**config.mk**
```make
export PLATFORM = sky130hd
export DESIGN_NAME = trig_pulse_gen
export DESIGN_NICKNAME = d
export VERILOG_FILES = /design/src/rtl/trig_pkg.sv /design/src/rtl/trig_regs.sv /design/src/rtl/trig_frac_acc.sv /design/src/rtl/trig_period_ctr.sv /design/src/rtl/trig_pulse_gen.sv
export SDC_FILE = /design/constraint.sdc
export NUM_CORES = 1
export LEC_CHECK = 0
export ABC_AREA = 0
export BUFFER_PORTS_ARGS = -buffer_cell sky130_fd_sc_hd__buf_2
export CORE_ASPECT_RATIO = 1.2
export CORE_MARGIN = 4
export CORE_UTILIZATION = 44
export DETAILED_ROUTE_END_ITERATION = 8
export SYNTH_ARGS = -nofsm -noshare
export SYNTH_HDL_FRONTEND = slang
export SYNTH_SLANG_ARGS = --single-unit
```
**constraint.sdc**
```tcl
create_clock -name clk -period 12 [get_ports clk]
set_clock_uncertainty 0.05 [all_clocks]
set_input_delay 1.8 -clock clk [delete_from_list [all_inputs] [get_ports clk]]
set_output_delay 1.8 -clock clk [all_outputs]
set_load 0.01 [all_outputs]
```
**src/rtl/trig_pkg.sv**
```systemverilog
// Package: shared constants for the periodic trigger generator.
// Assumes a 2-bit register address space and a 16-bit write bus.
package trig_pkg;
    localparam logic [1:0] ADDR_CFG    = 2'd0;
    localparam logic [1:0] ADDR_PER_LO = 2'd1;
    localparam logic [1:0] ADDR_PER_HI = 2'd2;
    localparam logic [1:0] ADDR_COMP   = 2'd3;

    localparam int CFG_ENABLE_BIT  = 0;
    localparam int CFG_ONESHOT_BIT = 1;
    localparam int CFG_INVERT_BIT  = 12;

    localparam int DEFAULT_TICK_PS = 8000;
endpackage

```
**src/rtl/trig_regs.sv**
```systemverilog
// Module: trig_regs
// Holds the configuration, the two period halves and the compensation value.
// Turns each configuration write into a start or a stop request.
// Assumes one write per cycle and that a compensation value of TICK_PS or
// more is invalid, so such a write is dropped.
module trig_regs
    import trig_pkg::*;
#(
    parameter int DATA_W  = 16,
    parameter int COMP_W  = 16,
    parameter int TICK_PS = DEFAULT_TICK_PS
) (
    input  logic                  clk,
    input  logic                  rst_n,
    input  logic                  wr_en,
    input  logic [1:0]            wr_addr,
    input  logic [DATA_W-1:0]     wr_data,
    output logic                  start_req,
    output logic                  stop_req,
    output logic                  oneshot,
    output logic                  invert,
    output logic [2*DATA_W-1:0]   period,
    output logic [COMP_W-1:0]     comp
);
    localparam logic [DATA_W-1:0] TICK_LIM = DATA_W'(TICK_PS);
    localparam int                NHALF    = 2;

    logic [DATA_W-1:0] half_q [NHALF];
    logic              cfg_wr;

    assign cfg_wr    = wr_en && (wr_addr == ADDR_CFG);
    assign start_req = cfg_wr && wr_data[CFG_ENABLE_BIT];
    assign stop_req  = cfg_wr && !wr_data[CFG_ENABLE_BIT];

    // Purpose: store the mode and polarity bits on each configuration write.
    always_ff @(posedge clk) begin
        if (!rst_n) begin
            oneshot <= 1'b0;
            invert  <= 1'b0;
        end else if (cfg_wr) begin
            oneshot <= wr_data[CFG_ONESHOT_BIT];
            invert  <= wr_data[CFG_INVERT_BIT];
        end
    end

    for (genvar h = 0; h < NHALF; h++) begin : g_half
        localparam logic [1:0] HALF_ADDR = ADDR_PER_LO + 2'(h);
        // Purpose: store one 16-bit half of the period tick count.
        always_ff @(posedge clk) begin
            if (!rst_n)
                half_q[h] <= '0;
            else if (wr_en && (wr_addr == HALF_ADDR))
                half_q[h] <= wr_data;
        end
    end

    assign period = {half_q[1], half_q[0]};

    // Purpose: store the compensation value, dropping out-of-range writes.
    always_ff @(posedge clk) begin
        if (!rst_n)
            comp <= '0;
        else if (wr_en && (wr_addr == ADDR_COMP) && (wr_data < TICK_LIM))
            comp <= wr_data[COMP_W-1:0];
    end

    // the stored compensation never reaches a full tick.
    a_r5_comp_in_range: assert property (@(posedge clk) disable iff (!rst_n)
        comp < COMP_W'(TICK_PS));
endmodule

```
**src/rtl/trig_frac_acc.sv**
```systemverilog
// Module: trig_frac_acc
// Picosecond remainder accumulator. Its output says whether the period
// being loaded gets one extra tick. The state advances only when the
// counter loads a new period. A clear (at enable) starts the sum from zero.
// Assumes comp < TICK_PS.
module trig_frac_acc #(
    parameter int COMP_W  = 16,
    parameter int TICK_PS = 8000
) (
    input  logic              clk,
    input  logic              rst_n,
    input  logic              load,
    input  logic              clear,
    input  logic [COMP_W-1:0] comp,
    output logic              extra
);
    localparam int              SUM_W = COMP_W + 1;
    localparam logic [SUM_W-1:0] TICK = SUM_W'(TICK_PS);

    logic [SUM_W-1:0] acc_q;
    logic [SUM_W-1:0] base;
    logic [SUM_W-1:0] sum;

    // Purpose: form the candidate sum for the period being loaded.
    always_comb begin
        base  = clear ? '0 : acc_q;
        sum   = base + SUM_W'(comp);
        extra = (sum >= TICK);
    end

    // Purpose: keep the remainder below one tick after each period load.
    always_ff @(posedge clk) begin
        if (!rst_n)
            acc_q <= '0;
        else if (load)
            acc_q <= extra ? (sum - TICK) : sum;
    end

    // the stored remainder is always less than one tick.
    a_r4_acc_below_tick: assert property (@(posedge clk) disable iff (!rst_n)
        acc_q < TICK);
    // with no compensation, no period is ever lengthened.
    a_r4_no_extra_without_comp: assert property (@(posedge clk) disable iff (!rst_n)
        (load && comp == '0) |-> !extra);
endmodule

```
**src/rtl/trig_period_ctr.sv**
```systemverilog
// Module: trig_period_ctr
// Tick counter and run state. It latches the length of each period at its
// start: the programmed ticks (0 acts as 1) plus the accumulator's extra
// tick. It raises the strobe on the first tick of each period. A start
// request always wins over a stop or a boundary in the same cycle.
module trig_period_ctr #(
    parameter int CNT_W = 32
) (
    input  logic             clk,
    input  logic             rst_n,
    input  logic             start,
    input  logic             stop,
    input  logic             oneshot,
    input  logic [CNT_W-1:0] period,
    input  logic             extra,
    output logic             load_acc,
    output logic             strobe
);
    localparam int LEN_W = CNT_W + 1;

    logic             running_q;
    logic [LEN_W-1:0] cnt_q;
    logic [LEN_W-1:0] len_q;
    logic [LEN_W-1:0] len_next;
    logic [CNT_W-1:0] per_eff;
    logic             boundary;

    // Purpose: compute the length of the period about to start.
    always_comb begin
        per_eff  = (period == '0) ? CNT_W'(1) : period;
        len_next = LEN_W'(per_eff) + LEN_W'(extra);
        boundary = running_q && (cnt_q == len_q - LEN_W'(1));
        load_acc = start || (boundary && !oneshot && !stop);
    end

    // Purpose: advance the tick count, reload at boundaries, handle start/stop.
    always_ff @(posedge clk) begin
        if (!rst_n) begin
            running_q <= 1'b0;
            cnt_q     <= '0;
            len_q     <= LEN_W'(1);
        end else if (start) begin
            running_q <= 1'b1;
            cnt_q     <= '0;
            len_q     <= len_next;
        end else if (stop) begin
            running_q <= 1'b0;
            cnt_q     <= '0;
        end else if (boundary) begin
            cnt_q <= '0;
            if (oneshot)
                running_q <= 1'b0;
            else
                len_q <= len_next;
        end else if (running_q) begin
            cnt_q <= cnt_q + LEN_W'(1);
        end
    end

    assign strobe = running_q && (cnt_q == '0);

    // the count never leaves the latched period.
    a_r2_cnt_in_len: assert property (@(posedge clk) disable iff (!rst_n)
        running_q |-> (cnt_q < len_q));
    // a start request yields a strobe on the next cycle.
    a_r6_restart_strobe: assert property (@(posedge clk) disable iff (!rst_n)
        start |=> strobe);
    // a stop without a start silences the strobe next cycle.
    a_r7_stop_silent: assert property (@(posedge clk) disable iff (!rst_n)
        (stop && !start) |=> !strobe);
    // a continuous-mode boundary is followed by a strobe.
    a_r3_boundary_strobe: assert property (@(posedge clk) disable iff (!rst_n)
        (boundary && !oneshot && !start && !stop) |=> strobe);
    // a one-shot boundary ends the run.
    a_r9_oneshot_ends: assert property (@(posedge clk) disable iff (!rst_n)
        (boundary && oneshot && !start) |=> !running_q);
    // the latched length is held for the whole period.
    a_r8_len_stable: assert property (@(posedge clk) disable iff (!rst_n)
        (running_q && !boundary && !start) |=> $stable(len_q));
endmodule

```
**src/rtl/trig_pulse_gen.sv**
```systemverilog
// Module: trig_pulse_gen (top)
// Periodic trigger pulse generator: register file, picosecond accumulator
// and tick counter. One clk cycle is one time-base tick. Assumes the write
// port is used in the clk domain.
module trig_pulse_gen
    import trig_pkg::*;
#(
    parameter int DATA_W  = 16,
    parameter int COMP_W  = 16,
    parameter int TICK_PS = DEFAULT_TICK_PS
) (
    input  logic              clk,
    input  logic              rst_n,
    input  logic              wr_en,
    input  logic [1:0]        wr_addr,
    input  logic [DATA_W-1:0] wr_data,
    output logic              trig_out,
    output logic              trig_strobe
);
    localparam int CNT_W = 2 * DATA_W;

    logic             start_req;
    logic             stop_req;
    logic             oneshot;
    logic             invert;
    logic [CNT_W-1:0] period;
    logic [COMP_W-1:0] comp;
    logic             extra;
    logic             load_acc;
    logic             strobe;

    trig_regs #(.DATA_W(DATA_W), .COMP_W(COMP_W), .TICK_PS(TICK_PS)) u_regs (
        .clk(clk), .rst_n(rst_n), .wr_en(wr_en), .wr_addr(wr_addr),
        .wr_data(wr_data), .start_req(start_req), .stop_req(stop_req),
        .oneshot(oneshot), .invert(invert), .period(period), .comp(comp)
    );

    trig_frac_acc #(.COMP_W(COMP_W), .TICK_PS(TICK_PS)) u_acc (
        .clk(clk), .rst_n(rst_n), .load(load_acc), .clear(start_req),
        .comp(comp), .extra(extra)
    );

    trig_period_ctr #(.CNT_W(CNT_W)) u_ctr (
        .clk(clk), .rst_n(rst_n), .start(start_req), .stop(stop_req),
        .oneshot(oneshot), .period(period), .extra(extra),
        .load_acc(load_acc), .strobe(strobe)
    );

    // Purpose: apply the selected polarity to the pin.
    always_comb begin
        trig_strobe = strobe;
        trig_out    = invert ? !strobe : strobe;
    end
endmodule

```
# Yosys cells after proc, flatten, opt, wreduce, memory -nomap -nowiden
# Memory sizes are Yosys's and may differ from the RTL's.
# Cells that the tools add are included.
[totals]
ff_bits = 102
ram_bits = 32
out_inout_bits = 2
wordCells = 70
memories = 1
[classes]
addsub = 5
order_cmp = 2
eq_ne = 6
mux = 21
bitwise = 3
reduce_logical = 25
[memory_table]
columns = ["name", "depth", "width", "rd", "rd_clocked_by_memory_dff", "wr", "line", "text"]
rows = [
  ["u_regs.half_q", 2, 16, 2, 0, 2, "trig_regs.sv:28", "logic [DATA_W-1:0] half_q [NHALF];"],
]
[ops]
columns = ["cell", "n"]
rows = [
  ["$mux W33", 4],
  ["$mux W17", 2],
  ["$add A32 B1 Y33", 1],
  ["$add A33 B1 Y33 const B", 1],
  ["$eq A33 B33 Y1", 1],
  ["$logic_not A33 Y1", 1],
  ["$sub A33 B1 Y33 const B", 1],
  ["$logic_not A32 Y1", 1],
  ["$mux W16", 2],
  ["$mux W32", 1],
  ["$add A17 B16 Y17", 1],
  ["$ge A17 B13 Y1 const B", 1],
  ["$sub A17 B13 Y17 const B", 1],
  ["$lt A16 B13 Y1 const B", 1],
  ["$mux W1", 12],
  ["$logic_and A1 B1 Y1", 11],
  ["$reduce_bool A3 Y1", 2],
  ["$eq A2 B2 Y1 const B", 2],
  ["$logic_not A1 Y1", 4],
  ["$reduce_or A4 Y1", 1],
  ["$reduce_and A3 Y1", 1],
  ["$eq A2 B1 Y1 const B", 1],
  ["$logic_not A2 Y1", 1],
  ["$ne A2 B1 Y1 const B", 1],
  ["6 further kinds", 7],
]

# Longest topological paths before layout
[depth]
ltp_word = 11
ltp_mapped = 31
depth_no_buf = 28

# Modules after synthesis
# Synthesis repeated with hierarchy kept, for this count alone.
[hier_totals]
cells_unflattened = 1037
area_unflattened_um2 = 9260.1
[by_module_without_submodules]
columns = ["mod", "instances", "cells_each", "area_each_um2", "seq_area_each_um2"]
rows = [
  ["trig_period_ctr", 1, 625, 5272.6, 1341.3],
  ["trig_frac_acc", 1, 265, 2037.0, 340.3],
  ["trig_regs", 1, 146, 1941.9, 1321.3],
  ["trig_pulse_gen", 1, 1, 8.8, 0.0],
]

# Least setup slack after synthesis
# No wires, ideal clock.
[synth_path]
path_type = "input port to flip-flop"
start = "in wr_en"
end = "reg u_ctr.len_q[28]"
setup_ps = 116
t_arrival_ps = 7718
t_required_ps = 11834
path_slack_ps = 4116
cell_stages = 30
path_buffers = 3
path_cell_list = "nor2b_1 nor2b_1 clkbuf_1 nand2_1 clkbuf_1 clkbuf_1 and2_1 ha_1 fa_1 a21o_1 a221oi_1 xnor2_1 ha_1 or4b_2 nor4_1 a41oi_1 nand2_1 nor2_1 inv_1 ha_1 ha_1 nand2_1 nor2_1 nand2_1 nor2_1 and2_1 nand4_1 xor2_1 nand2_1 o211a_1"
[synth_between]
elab_chain_cells = 10
[synth_rtl]
columns = ["item", "line", "text"]
rows = [
  ["start: declaration", "trig_pulse_gen.sv:14", "input logic wr_en,"],
  ["$logic_and A1 B1 Y1 (*)", "trig_regs.sv:31", "assign cfg_wr = wr_en && (wr_addr == ADDR_CFG);"],
  ["$logic_and A1 B1 Y1", "trig_regs.sv:32", "assign start_req = cfg_wr && wr_data[CFG_ENABLE_BIT];"],
  ["$mux W17", "trig_frac_acc.sv:26", "base = clear ? '0 : acc_q;"],
  ["$add A17 B16 Y17", "trig_frac_acc.sv:27", "sum = base + SUM_W'(comp);"],
  ["$ge A17 B13 Y1", "trig_frac_acc.sv:28", "extra = (sum >= TICK);"],
  ["$add A32 B1 Y33", "trig_period_ctr.sv:31", "len_next = LEN_W'(per_eff) + LEN_W'(extra);"],
  ["$mux W33", "trig_period_ctr.sv:51", "if (oneshot)"],
  ["$mux W33", "trig_period_ctr.sv:49", "end else if (boundary) begin"],
  ["$mux W33", "trig_period_ctr.sv:46", "end else if (stop) begin"],
  ["$mux W33", "trig_period_ctr.sv:42", "end else if (start) begin"],
  ["end signal: assignment", "trig_period_ctr.sv:45", "len_q <= len_next;"],
  ["end signal: assignment", "trig_period_ctr.sv:54", "len_q <= len_next;"],
  ["end: declaration", "trig_period_ctr.sv:23", "logic [LEN_W-1:0] len_q;"],
]
# Mark *: on every way between the ends. The rest lies on a longest branch, timed or not. The select of a mux whose other input is x is not followed.
# A chain may end at the register's enable or synchronous reset.

# Worst setup path after layout
# Same ends and word-level chain as after synthesis.

==> flow_metrics.py <==
metrics = {
    "worst_setup_path": {
        "criticalPathCategory": "in2reg",
        "r2r_cells": 24,
        "cp-start-kind": "primary input",
        "r2r_slack_ns": 5.79,
        "regToRegEndpoint": "u_ctr.len_q[28]",
        "cp_max_fo": 20,
        "critPathCaptureType": "register",
        "crit_required_ns": 12.28,
        "critPathArrivalTime_ns": 9.18,
        "r2r_start": "u_acc.acc_q[0]",
    },
    "sta": {
        "setup-tns-final_ns": 0,
        "drv_slew": 0,
        "fin_ws_ns": 3.092,
        "finalHoldViolCount": 0,
        "fmax_mhz": 112.3,
        "slew_headroom_pct": 38.83,
        "setup_viol": 0,
        "post-route-min-period_ns": 8.908,
        "period_share_pct": 74.23,
        "tightest_slew_ns": 0.9176,
        "rsz0062_at_grt": "no",
    },
    "layout": {
        "drive_above_1_share_pct": 7.809,
        "antennaDiodeCount": 0,
        "final-instance-count-excl-fill": 1242,
        "ff_latch_area_um2": 3003,
        "final_common_cell": "dfxtp_1",
        "syn_to_final_growth_pct": 8.990,
        "layout.nets": 1018,
        "final_cell_mix": "102 x dfxtp_1, 93 x nand2_1, 71 x nor2_1",
        "multi_input_area_um2": 5281,
        "fill_cells": 1826,
    },
    "floorplan": {
        "ios": 23,
        "dieHeight_um": 161.2,
        "num_rows": 55,
        "core_um2": 19060,
        "die_w_um": 135.6,
        "start_util_pct": 45.12,
        "fp.dieArea_um2": 21860,
    },
    "synth": {
        "synth_seq_cells": 134,
        "synthFlopType": "dfxtp_1",
        "syn_area_per_cell_um2": 8.812,
        "syn_nets": 1021,
        "ys_warn_count": 0,
        "synthArstFlopShare_pct": 0,
        "synth_edf_count": 32,
        "synth_cell_types": 74,
        "netlist_area_um2": 8601,
        "synthCells": 976,
        "ys_seq_area_share_pct": 34.91,
    },
    "placement": {
        "place_congestion": 0.8863,
        "dp_cells": 1210,
        "pre_cts_slack_ns": 2.719,
        "dp_hpwl_um": 14840,
        "portBuffers": 22,
    },
    "pwr": {
        "ir_worst_vdd_mv": 0.09008,
        "power_leakage_nw": 3.797,
        "powerDensity_nw_per_um2": 118.5,
    },
    "detailed_routing": {
        "viasPerCell": 5.548,
        "wirelength_um": 20280,
        "vias": 6891,
        "route.detailed.drc": 0,
        "final_antenna_net_count": 0,
        "drt_first_iter_violations": 371,
        "wl_per_cell_um": 16.33,
        "first_pass_iters": 5,
    },
    "clocking": {
        "cts_resized": 0,
        "clk_path_buf_depth": 2,
        "root_buffer": "clkbuf_16",
        "clock_latency_ns": 0.43,
        "cts_setup_buffers": 0,
        "hold_buffers": 0,
        "cts_tree": "done",
        "cts.clk_slew.worst_paths_ns": 0.07,
        "ctsHtreeMaxLevel": 4,
        "cts.sinks": 134,
        "cts_made_buffers": 17,
    },
    "global_route": {
        "grt.overflow.total": 0,
        "grt_usage_pct": 18.98,
        "grt_first_pass_wirelength_um": 33360,
        "grt_max_degree": 89,
        "grt_pass1_vias": 6481,
        "antenna_found_initial": 0,
    },
    "hold_path": {
        "hold_start": "u_acc.acc_q[12]",
        "min_to": "u_acc.acc_q[12]",
        "hold_depth": 2,
        "worstHoldPathType": "reg2reg",
    },
    "outcome": {
        "outcome": "complete, no violations",
    },
    "flow_run": {
        "maxCapViolCount": 0,
    },
}
-- worst max-delay path, stage by stage --
cell and delay [ns]:
buf_2 0.09, nor2b_1 0.17, nor2b_1 0.51, nand2_1 0.61
and2_1 0.38, ha_1 0.20, fa_1 0.40, a21o_1 0.21
a221oi_1 0.59, xnor2_1 0.29, ha_1 0.22, or4b_2 0.58
nor4_1 0.45, a41oi_1 0.20, nand2_1 0.19, nor2_1 0.12
inv_1 0.16, ha_1 0.25, ha_1 0.24, nand2_1 0.10
nor2_1 0.25, nand2_1 0.16, nor2_1 0.26, and2_1 0.24
nand4_1 0.13, xor2_1 0.16, nand2_1 0.07, o211a_1 0.16
-- stage by stage --
stage | total power, mW | hold WS (ns) | area, µm² | util [%]
after CTS | 1.121 | 0.4212 | 9374 | 49.18
after global routing | 1.155 | 0.4404 | 9374 | 49.18
after floorplan | 0.5880 | 0.3917 | 8601 | -
after detailed placement | 0.6190 | 0.4105 | 8816 | 46.25
final | 1.111 | 0.4197 | 9374 | 49.18
after global placement | 0.6185 | 0.4073 | 8816 | 46.25
-- cell families after synthesis --
group / Yosys count / share of synthesized area (%)
simple gates: 455 / 29.21
fa+ha+maj: 24 / 3.579
flops: 134 / 34.91
xor+xnor: 116 / 11.81
mux: 35 / 4.102
compound gates: 146 / 12.70
buf+inv: 66 / 3.680
-- sequential cells by signal, indices dropped and copies added (netlist names) --
signal	cells
u_ctr.cnt_q	33
u_regs.comp	16
u_regs.invert	1
u_ctr.len_q	33
u_acc.acc_q	17
u_ctr.running_q	1
u_regs.oneshot	1
u_regs.half_q	32
-- layer usage --
layer  up-vias  track usage [%]  wire, µm
li1       3536                -         -
met1      3202            25.75      9659
met2       127            30.77      9434
met3        26            3.396       829
met4         0            5.912       357
met5         -                0         0
-- worst max-delay path by stage --
stage / from / to / slack (ns)
5_1_grt: wr_en / u_ctr.len_q[28] / 2.43
3_5_place_dp: wr_en / u_ctr.len_q[28] / 2.72
3_3_place_gp: wr_en / u_ctr.len_q[28] / 2.93
6_report: wr_en / u_ctr.len_q[28] / 3.09
2_1_floorplan: wr_en / u_ctr.len_q[28] / 4.12
4_1_cts: wr_en / u_ctr.len_q[28] / 3.16
-- cell usage after synthesis (all sizes together) (29+ instances only) --
master | number | share of area, %
xnor2 | 54 | 5.5
clkbuf | 30 | 1.3
nand2 | 94 | 4.2
xor2 | 62 | 6.3
nor2 | 72 | 3.2
nand3 | 47 | 2.7
nor4 | 30 | 2.4
nor2b | 29 | 2.1
and2 | 56 | 4.1
dfxtp | 102 | 24
mux2i | 33 | 3.8
o211a | 31 | 3.6
edfxtp | 32 | 11
-- power breakdown --
part,switching (mW),internal [mW]
Clock,0.228,0.273
Combinational,0.0664,0.0463
Sequential,0.0201,0.477
-- layout make-up --
class / count / share of cell area [%]
clock buffer: 17 / 4.538
multi-input combinational: 776 / 56.34
timing repair buffer: 27 / 1.575
inverter: 17 / 0.6807
clock inverter: 15 / 1.415
tap: 256 / 3.417
sequential: 134 / 32.03
(Power assumes the default switching activity.)
